===== src/rtl/embsync_pkg.sv =====
package embsync_pkg;
    localparam int CODE_W      = 3;
    localparam int FIELD_REG_W = 22;

    // code field offsets inside a per-field register (layout is decoded by software)
    localparam int OFS_ACT_START = 19;
    localparam int OFS_ACT_END   = 16;
    localparam int OFS_B2_START  = 9;
    localparam int OFS_B2_END    = 6;
    localparam int OFS_B1_START  = 3;
    localparam int OFS_B1_END    = 0;
    localparam int RESV_HI       = 15;
    localparam int RESV_LO       = 12;

    // flag positions inside the status byte
    localparam int BIT_F = 6;
    localparam int BIT_V = 5;
    localparam int BIT_H = 4;

    localparam int NUM_FIELDS = 2;

    typedef enum logic [1:0] {
        K_ACT_START,
        K_ACT_END,
        K_BLK_START,
        K_BLK_END
    } code_kind_e;

    typedef enum logic [1:0] {
        FR_IDLE,
        FR_FIRST,
        FR_SECOND
    } frame_phase_e;

    typedef struct packed {
        logic         run;
        logic         field;
        logic         blank;
        logic         active;
        logic         err;
        frame_phase_e phase;
        logic         sof;
        logic         eof;
    } dec_state_t;
endpackage


===== src/rtl/embsync_capture.sv =====
module embsync_capture #(
    parameter int DATA_W = 8
) (
    input  logic              clk,
    input  logic              rst_n,
    input  logic              edge_inv_i,
    input  logic [DATA_W-1:0] data_i,
    output logic [DATA_W-1:0] data_o
);
    logic [DATA_W-1:0] neg_q;
    logic [DATA_W-1:0] pos_d, pos_q;

    // falling-edge sample, used when the inverted latch edge is selected
    always_ff @(negedge clk or negedge rst_n) begin
        if (!rst_n) neg_q <= '0;
        else        neg_q <= data_i;
    end

    always_comb begin
        pos_d = edge_inv_i ? neg_q : data_i;
    end

    always_ff @(posedge clk or negedge rst_n) begin
        if (!rst_n) pos_q <= '0;
        else        pos_q <= pos_d;
    end

    assign data_o = pos_q;
endmodule


===== src/rtl/embsync_code_match.sv =====
module embsync_code_match
    import embsync_pkg::*;
(
    input  logic [CODE_W-1:0]      code_i,
    input  logic [FIELD_REG_W-1:0] cfg_i,
    output logic                   hit_o,
    output code_kind_e             kind_o
);
    logic [CODE_W-1:0] c_as, c_ae, c_b2s, c_b2e, c_b1s, c_b1e;
    logic              unused_resv;

    assign c_as  = cfg_i[OFS_ACT_START +: CODE_W];
    assign c_ae  = cfg_i[OFS_ACT_END   +: CODE_W];
    assign c_b2s = cfg_i[OFS_B2_START  +: CODE_W];
    assign c_b2e = cfg_i[OFS_B2_END    +: CODE_W];
    assign c_b1s = cfg_i[OFS_B1_START  +: CODE_W];
    assign c_b1e = cfg_i[OFS_B1_END    +: CODE_W];
    assign unused_resv = ^cfg_i[RESV_HI:RESV_LO];

    always_comb begin
        hit_o  = 1'b1;
        kind_o = K_ACT_START;
        if (code_i == c_as) begin
            kind_o = K_ACT_START;
        end else if (code_i == c_ae) begin
            kind_o = K_ACT_END;
        end else if ((code_i == c_b2s) || (code_i == c_b1s)) begin
            kind_o = K_BLK_START;
        end else if ((code_i == c_b2e) || (code_i == c_b1e)) begin
            kind_o = K_BLK_END;
        end else begin
            hit_o = 1'b0;
        end
    end
endmodule


===== src/rtl/embsync_align.sv =====
module embsync_align #(
    parameter int DATA_W    = 8,
    parameter int PRE_BYTES = 3
) (
    input  logic                          clk,
    input  logic                          rst_n,
    input  logic [DATA_W-1:0]             data_i,
    input  logic                          tag_i,
    input  logic                          drop_i,
    output logic [PRE_BYTES*DATA_W-1:0]   window_o,
    output logic [DATA_W-1:0]             data_o,
    output logic                          tag_o
);
    localparam int DEPTH = PRE_BYTES + 1;

    logic [DEPTH-1:0][DATA_W-1:0] byte_d, byte_q;
    logic [DEPTH-1:0]             tag_d, tag_q;

    // stage 0 is the newest byte; a detected sync word untags the preamble in flight
    always_comb begin
        byte_d[0] = data_i;
        tag_d[0]  = tag_i;
        for (int k = 1; k < DEPTH; k++) begin
            byte_d[k] = byte_q[k-1];
            tag_d[k]  = tag_q[k-1] & ~drop_i;
        end
    end

    always_ff @(posedge clk or negedge rst_n) begin
        if (!rst_n) begin
            byte_q <= '0;
            tag_q  <= '0;
        end else begin
            byte_q <= byte_d;
            tag_q  <= tag_d;
        end
    end

    for (genvar w = 0; w < PRE_BYTES; w++) begin : g_window
        assign window_o[w*DATA_W +: DATA_W] = byte_q[w];
    end

    assign data_o = byte_q[DEPTH-1];
    assign tag_o  = tag_q[DEPTH-1];
endmodule


===== src/rtl/embsync_decoder.sv =====
module embsync_decoder
    import embsync_pkg::*;
#(
    parameter int DATA_W    = 8,
    parameter int PRE_BYTES = 3
) (
    input  logic                        clk,
    input  logic                        rst_n,
    input  logic                        edge_inv,
    input  logic [DATA_W-1:0]           pix_data,
    input  logic [FIELD_REG_W-1:0]      code_f0,
    input  logic [FIELD_REG_W-1:0]      code_f1,
    input  logic [PRE_BYTES*DATA_W-1:0] sync_pre,
    input  logic                        err_clr,
    output logic                        pix_valid,
    output logic [DATA_W-1:0]           pix_byte,
    output logic                        field_id,
    output logic                        in_blank,
    output logic                        in_active,
    output logic                        sof,
    output logic                        eof,
    output logic                        sync_err
);
    localparam int PRE_W = PRE_BYTES * DATA_W;

    logic [DATA_W-1:0]                  cur_byte;
    logic [PRE_W-1:0]                   window;
    logic                               status_now;
    logic [CODE_W-1:0]                  code;
    logic [NUM_FIELDS-1:0][FIELD_REG_W-1:0] cfg_arr;
    logic [NUM_FIELDS-1:0]              hit;
    code_kind_e                         kind_arr [NUM_FIELDS];
    logic                               any_hit;
    logic                               hit_field;
    code_kind_e                         hit_kind;
    frame_phase_e                       ph_mid;
    dec_state_t                         st_d, st_q;

    embsync_capture #(.DATA_W(DATA_W)) u_capture (
        .clk        (clk),
        .rst_n      (rst_n),
        .edge_inv_i (edge_inv),
        .data_i     (pix_data),
        .data_o     (cur_byte)
    );

    embsync_align #(.DATA_W(DATA_W), .PRE_BYTES(PRE_BYTES)) u_align (
        .clk      (clk),
        .rst_n    (rst_n),
        .data_i   (cur_byte),
        .tag_i    (st_q.run & ~status_now),
        .drop_i   (status_now),
        .window_o (window),
        .data_o   (pix_byte),
        .tag_o    (pix_valid)
    );

    assign status_now = (window == sync_pre);
    assign code       = {cur_byte[BIT_H], cur_byte[BIT_V], cur_byte[BIT_F]};
    assign cfg_arr    = {code_f1, code_f0};

    for (genvar g = 0; g < NUM_FIELDS; g++) begin : g_field
        embsync_code_match u_match (
            .code_i (code),
            .cfg_i  (cfg_arr[g]),
            .hit_o  (hit[g]),
            .kind_o (kind_arr[g])
        );
    end

    // field 0 register has priority when both match
    always_comb begin
        any_hit   = |hit;
        hit_field = 1'b0;
        hit_kind  = kind_arr[0];
        if (!hit[0] && hit[1]) begin
            hit_field = 1'b1;
            hit_kind  = kind_arr[1];
        end
    end

    always_comb begin
        st_d     = st_q;
        st_d.sof = 1'b0;
        st_d.eof = 1'b0;
        st_d.err = st_q.err & ~err_clr;
        ph_mid   = st_q.phase;
        if (status_now) begin
            if (!any_hit) begin
                st_d.err = 1'b1;
            end else begin
                st_d.field = hit_field;
                case (hit_kind)
                    K_ACT_START: begin
                        st_d.run    = 1'b1;
                        st_d.blank  = 1'b0;
                        st_d.active = 1'b1;
                    end
                    K_ACT_END: begin
                        st_d.run    = 1'b0;
                        st_d.blank  = 1'b0;
                        st_d.active = 1'b1;
                    end
                    default: begin
                        st_d.run    = 1'b0;
                        st_d.blank  = 1'b1;
                        st_d.active = 1'b0;
                    end
                endcase
                // second field finished: first field-0 word after field-1 active
                if (st_q.phase == FR_SECOND && !hit_field) begin
                    st_d.eof = 1'b1;
                    ph_mid   = FR_IDLE;
                end
                if (hit_kind == K_ACT_START) begin
                    if (ph_mid == FR_IDLE && !hit_field) begin
                        st_d.sof = 1'b1;
                        ph_mid   = FR_FIRST;
                    end else if (ph_mid == FR_FIRST && hit_field) begin
                        ph_mid   = FR_SECOND;
                    end
                end
                st_d.phase = ph_mid;
            end
        end
    end

    always_ff @(posedge clk or negedge rst_n) begin
        if (!rst_n) begin
            st_q       <= '0;
            st_q.blank <= 1'b1;
            st_q.phase <= FR_IDLE;
        end else begin
            st_q <= st_d;
        end
    end

    assign field_id  = st_q.field;
    assign in_blank  = st_q.blank;
    assign in_active = st_q.active;
    assign sof       = st_q.sof;
    assign eof       = st_q.eof;
    assign sync_err  = st_q.err;
endmodule


===== config.mk =====
export PLATFORM = sky130hd
export DESIGN_NAME = embsync_decoder
export DESIGN_NICKNAME = d
export VERILOG_FILES = /design/src/rtl/embsync_pkg.sv /design/src/rtl/embsync_capture.sv /design/src/rtl/embsync_code_match.sv /design/src/rtl/embsync_align.sv /design/src/rtl/embsync_decoder.sv
export SDC_FILE = /design/constraint.sdc
export NUM_CORES = 1
export LEC_CHECK = 0
export ABC_AREA = 0
export ABC_CLOCK_PERIOD_IN_PS = 1600
export BUFFER_PORTS_ARGS = -buffer_cell sky130_fd_sc_hd__buf_4
export CAP_MARGIN = 0
export CELL_PAD_IN_SITES_DETAIL_PLACEMENT = 2
export CELL_PAD_IN_SITES_GLOBAL_PLACEMENT = 2
export CORE_ASPECT_RATIO = 0.7
export CORE_MARGIN = 4
export CORE_UTILIZATION = 28
export CTS_CLUSTER_SIZE = 8
export DETAILED_ROUTE_END_ITERATION = 8
export GPL_TIMING_DRIVEN = 1
export PLACE_DENSITY_LB_ADDON = 0.1
export SYNTH_ARGS = -nofsm -noshare
export SYNTH_HDL_FRONTEND = slang
export SYNTH_SLANG_ARGS = --single-unit

===== constraint.sdc =====
create_clock -name clk -period 1.6 [get_ports clk]
set_input_delay 0.24 -clock clk [delete_from_list [all_inputs] [get_ports clk]]
set_output_delay 0.24 -clock clk [all_outputs]
set_load 0.02 [all_outputs]

==> run_results.csv, run 1 <==
group,metric,value,unit
global_route,met2_usage,21.5,%
detailed_routing,wire_per_inst,16.5,um
die,dieHeight,88.5,um
global_route,grt_use_met3,4.79,%
detailed_routing,firstDrtPassIters,4,
die,num_rows,29,
place,post-dp-hpwl,5530,um
clock_network,h-tree-depth,3,
sta,slew_violations,0,
critical_path,critPathKind,"reg2reg",
die,die_x,123,um
clock_network,clock_sinks,61,
global_route,grt_usage,14.1,%
detailed_routing,via_per_inst,4.24,
sta,slew_headroom,61.7,%
pwr,p_int,3340,uW
synthesis,synth_ff_type,"dfrtp_1",
cells_and_area,multi_input_area,0.00122,mm2
global_route,use_met1,19.4,%
cells_and_area,seq_area,0.00153,mm2
detailed_routing,drc_errors,0,
status,violations,"negative setup slack",
sta,clock.fmax,0.536,GHz
pwr,ir_drop,402,uV
detailed_routing,ant_nets,0,
place,numPortBuffers,86,
pwr,leakage,0.00195,uW
synthesis,syn_area,0.00259,mm2
sta,worst_clock_skew,0.0101,ns
detailed_routing,drtIter0Drc,53,
critical_path,cp-end-kind,"register",
clock_network,cts_tree,"yes",
clock_network,cts-root-buf,"clkbuf_16",
synthesis,synth-edff-count,0,
synthesis,syn_nets,278,
pwr,seqPwrFrac,38.4,%
global_route,grt_pass1_wl,11500,um
critical_path,r2r_cells,8,
synthesis,yosysUniqueCellTypes,36,
global_route,grt_max_degree,47,
pwr,p_per_area,1060,mW/mm2
sta,holdWs,0.102,ns
synthesis,yosysWarnings,0,
synthesis,synthCells,198,
synthesis,yosysSeqAreaShare,59.0,%
min_path,hold_class,"in2reg",
sta,setup_viol,13,
global_route,grt_pass1_vias,2167,
job,drv_cap,0,
synthesis,syn_avg_cell_area,13.1,um2
sta,final.setup.tns,-1.87,ns
place,place_congestion,0.743,
sta,rsz0062_at_grt,"true",
die,die-area,0.0109,mm2
critical_path,cp_max_fo,7,
critical_path,worstPathRequired,1.84,ns
clock_network,clock_latency,0.33,ns
critical_path,critical_path_arrival,2.10,ns
cells_and_area,nFillCells,899,
clock_network,cts_buffer_depth,2,
cells_and_area,n_antenna_cell,0,
detailed_routing,vias,1932,
sta,min_period,1.86,ns
synthesis,async_flop_share,100,%
cells_and_area,drive_gt1_share,57.8,%
global_route,gr-max-usage-layer,"met2",
min_path,hold-path-cell-count,2,
pwr,power.switching,1100,uW
sta,hold_viol_final,0,
detailed_routing,drt_wl_total,7540,um
clock_network,cts.reportedPaths.clkPinSlew,0.05,ns
sta,tightest_slew,0.574,ns
cells_and_area,layout.nets,407,
clock_network,numCtsBuffers,9,
die,core_area,0.00903,mm2
die,ioPinCount,95,
cells_and_area,area_growth,62.4,%
pwr,pwr-share-clk,42.4,%
synthesis,ys_ff_latch,61,
pwr,p_sw_share,24.7,%
global_route,grt-ovfl-total,0,
pwr,pwr-share-comb,19.3,%
sta,fin_crit_sh,117,%
critical_path,startpoint_type,"register",
die,start_util,28.7,%
cells_and_area,final_common_cell,"buf_4",
cells_and_area,final_cell_mix,"buf_4, dfrtp_1, xnor2_1",
status,status,"complete, but fails checks",
sta,setup_slack,-0.264,ns
global_route,antenna_found_initial,0,
## stage by stage
stage | cell area (um2) | total power (uW) | util (%) | worst slack (ns) | std cells
after floorplan | 2620 | 2050 | - | -0.0738 | 198
after global placement | 3600 | 2440 | 39.8 | -0.375 | 430
after detailed placement | 3600 | 2450 | 39.8 | -0.394 | 430
after CTS | 4070 | 4440 | 45.0 | -0.251 | 454
after global routing | 4210 | 4660 | 46.5 | -0.378 | 456
final | 4210 | 4440 | 46.5 | -0.264 | 456
## kinds of logic after synthesis
family | after synthesis | synth area share (%)
flops | 61 | 59.0
compound gates | 21 | 6.53
mux | 8 | 3.48
simple gates | 36 | 7.88
xor+xnor | 60 | 20.3
buf+inv | 12 | 2.80
## repair_timing
action	CTS	global route
buffers inserted	7	2
hold buffers	1	0
gates resized for setup	26	17
hold endpoints to repair	7	0
pin swaps	10	3
setup endpoints to repair	13	13
## Yosys cell counts, drive strengths merged, types with 3 or more instances
master	number	area share [%]
a21oi	7	1.9
and2	5	1.2
buf	3	1.3
dfrtn	8	7.7
dfrtp	52	50
inv	6	0.87
mux2	8	3.5
nand2	5	0.73
nand3	9	2.1
nand4	4	0.97
nor2	5	0.82
nor4	3	0.73
o31ai	4	1.4
xnor2	40	14
xor2	20	6.8
## final timing paths
| kind | slack [ns] | end | startpoint |
|---|---|---|---|
| worst min-delay path | 0.10 | sync_err | err_clr |
| worst min register to register | 0.35 | u_align.window_o[0] | u_capture.data_o[0] |
| max in group asynchronous | 0.39 | u_capture.neg_q[5] | rst_n |
| min in group asynchronous | 0.32 | u_capture.data_o[3] | rst_n |
| worst max-delay path | -0.26 | st_q[2] | u_capture.data_o[6] |
| worst max register to register | -0.26 | st_q[2] | u_capture.data_o[6] |
## layer usage
layer  vias to the layer above  share of wire, %
li1                        916                 -
met1                       968                45
met2                        42                49
met3                         6               4.9
met4                         0              0.58
met5                         -                 0
## area by class of cell
| class | count | area share (%) |
|---|---|---|
| clock inverters | 5 | 1.19 |
| multi-input cells | 125 | 29.1 |
| inverters | 7 | 0.744 |
| well taps | 124 | 3.69 |
| flip-flops and latches | 61 | 36.4 |
| repair buffers | 123 | 23.1 |
| clock buffers | 11 | 5.77 |
## sequential cells by signal (all words and copies together) (netlist names)
signal            flops
eof                   1
field_id              1
in_active             1
in_blank              1
sof                   1
st_q                  3
sync_err              1
u_align.data_o        8
u_align.tag_q         4
u_align.window_o     24
u_capture.data_o      8
u_capture.neg_q       8
## power groups by stage
stage / logic [uW] / registers [uW] / clock network (uW)
2_1_floorplan: 331 / 1720 / 0
3_3_place_gp: 720 / 1720 / 0
3_5_place_dp: 729 / 1720 / 0
4_1_cts: 808 / 1700 / 1930
5_1_grt: 938 / 1720 / 2010
6_report: 855 / 1700 / 1880
## critical path: stages, from the launching register on
cell and delay, ns:
dfrtp_2 0.48, buf_6 0.17, xnor2_2 0.15, nand3_2 0.09
o31ai_4 0.09, or3_4 0.39, a21oi_4 0.20, a21oi_2 0.09
o221ai_2 0.12
(Power assumes the default switching activity.)
==> inputs of run 2 (changes only) <==
--- a/config.mk
+++ b/config.mk
@@ -17,6 +17,7 @@
 export CTS_CLUSTER_SIZE = 8
 export DETAILED_ROUTE_END_ITERATION = 8
 export GPL_TIMING_DRIVEN = 1
+export MAX_ROUTING_LAYER = met4
 export PLACE_DENSITY_LB_ADDON = 0.1
 export SYNTH_ARGS = -nofsm -noshare
 export SYNTH_HDL_FRONTEND = slang
==> run 2 against run 1 <==
Compared with the run above: the flow still finishes with violations (negative setup slack); die area unchanged; combinational power about the same; non-clock buffer count unchanged; global-route usage increased by 0.46 points; fmax increased by 0.23%; via count decreased by 0.57%; register-to-register slack about the same; cell area unchanged; flip-flop and latch count unchanged; wire length about the same; worst setup slack improved by 0.0043 ns; largest power group unchanged.
==> run_results.csv, run 2 (synthesis gave the netlist of run 1 again) <==
group,metric,value,unit
detailed_routing,drt_wl_total,7530,um
sta,slew_violations,0,
detailed_routing,via_per_inst,4.21,
cells_and_area,n_antenna_cell,0,
detailed_routing,ant_nets,0,
sta,worst_clock_skew,0.00995,ns
critical_path,crit_path_top_delay_cell,"dfrtp_2",
detailed_routing,vias,1921,
place,place_congestion,0.752,
place,placed_cell_area,0.00360,mm2
sta,slew_headroom,61.5,%
clock_network,clock_latency,0.33,ns
die,core_area,0.00903,mm2
pwr,leakage,0.00195,uW
cells_and_area,final_cell_mix,"buf_4, dfrtp_1, xnor2_1",
cells_and_area,nFillCells,899,
global_route,grt_usage,14.5,%
global_route,grt_pass1_vias,2173,
clock_network,numCtsBuffers,9,
place,post-dp-hpwl,5530,um
global_route,grt-ovfl-total,0,
clock_network,cts.reportedPaths.clkPinSlew,0.05,ns
detailed_routing,wire_per_inst,16.5,um
sta,clock.fmax,0.538,GHz
cells_and_area,final_core_util,46.5,%
clock_network,cts_tree,"yes",
detailed_routing,drc_errors,0,
sta,setup_slack,-0.260,ns
place,post-place-ws,-0.394,ns
die,ioPinCount,95,
die,dieHeight,88.5,um
pwr,ir_drop,399,uV
cells_and_area,post-route-cell-area,0.00421,mm2
critical_path,path_delay_family,"compound AO/OA/AOI/OAI gates",
global_route,antenna_found_initial,0,
sta,min_period,1.86,ns
sta,final.setup.tns,-1.83,ns
critical_path,cp_max_fo,7,
critical_path,critPathKind,"reg2reg",
cells_and_area,largest_reg_flops,24,
status,status,"complete, but fails checks",
detailed_routing,firstDrtPassIters,4,
die,die-area,0.0109,mm2
critical_path,cp_slowest_stage_delay,0.48,ns
critical_path,path_buf_inv,1,
pwr,p_per_area,1050,mW/mm2
clock_network,cts-root-buf,"clkbuf_16",
cells_and_area,area_growth,62.4,%
critical_path,cp-end-kind,"register",
critical_path,critical_path_arrival,2.10,ns
sta,rsz0062_at_grt,"true",
cells_and_area,drive_gt1_share,57.8,%
sta,fin_crit_sh,116,%
clock_network,cts_buffer_depth,2,
die,start_util,28.7,%
critical_path,worstPathRequired,1.84,ns
min_path,hold_class,"in2reg",
sta,setup_viol,13,
sta,hold_viol_final,0,
die,num_rows,29,
detailed_routing,drtIter0Drc,44,
global_route,grt_max_degree,47,
place,numPortBuffers,86,
critical_path,startpoint_type,"register",
cells_and_area,final_common_cell,"buf_4",
sta,holdWs,0.103,ns
cells_and_area,seq_area,0.00153,mm2
status,violations,"negative setup slack",
critical_path,cp_cell_sequence,"buf_6 -> xnor2_2 -> nand3_2 -> o31ai_4 -> or3_4 -> a21oi_4 -> a21oi_2 -> o221ai_2",
job,drv_cap,0,
sta,tightest_slew,0.577,ns
die,die_x,123,um
cells_and_area,multi_input_area,0.00122,mm2
cells_and_area,layout.nets,407,
clock_network,h-tree-depth,3,
global_route,grt_pass1_wl,11500,um
clock_network,clock_sinks,61,
==> run 2: cell counts in the layout (fill, tap and decap cells not counted) <==
No cell type changed its count.
==> run 2: area by class of cell <==
type                            count  area share, %
Timing Repair Buffer              123           23.1
Multi-Input combinational cell    125           29.1
Inverter                            7          0.744
Clock inverter                      5           1.19
Clock buffer                       11           5.77
Sequential cell                    61           36.4
Tap cell                          124           3.69
==> run 2: worst paths after layout <==
check | from | end | slack, ns | depth (start not counted)
worst max-delay path | u_capture.data_o[6] | st_q[2] | -0.26 | 8
worst min-delay path | err_clr | sync_err | 0.10 | 2
worst max register to register | u_capture.data_o[6] | st_q[2] | -0.26 | 8
worst min register to register | u_capture.data_o[0] | u_align.window_o[0] | 0.35 | 0
max in group asynchronous | rst_n | u_capture.neg_q[5] | 0.39 | 2
min in group asynchronous | rst_n | u_capture.data_o[3] | 0.32 | 2
==> run 2: timing repair <==
action                                  4_1_cts  5_1_grt
resized for setup                            26       17
endpoints found under the setup margin       13       13
gates cloned                                  0        0
endpoints found under the hold margin         7        0
buffers inserted                              7        2
pin swaps                                    10        3
hold buffers                                  1        0
==> run 2: metrics by stage <==
step | total power, uW | cells
finish | 4430 | 456
global route | 4660 | 456
CTS | 4440 | 454
detailed placement | 2450 | 430
global placement | 2440 | 430
floorplan | 2050 | 198
==> run 2: where the power goes <==
group          switching (uW)  internal (uW)  leakage [uW]
clock network             640           1230      0.000149
logic                     383            473       0.00108
registers                68.0           1640      0.000719
total                    1090           3340       0.00195
==> run 2: layer usage <==
metal | vias up | share of wire, % | global-route usage (%)
li1 | 914 | - | -
met1 | 958 | 46 | 19.6
met2 | 43 | 49 | 21.6
met3 | 6 | 4.3 | 4.41
met4 | 0 | 0.61 | 3.35
met5 | - | 0 | -
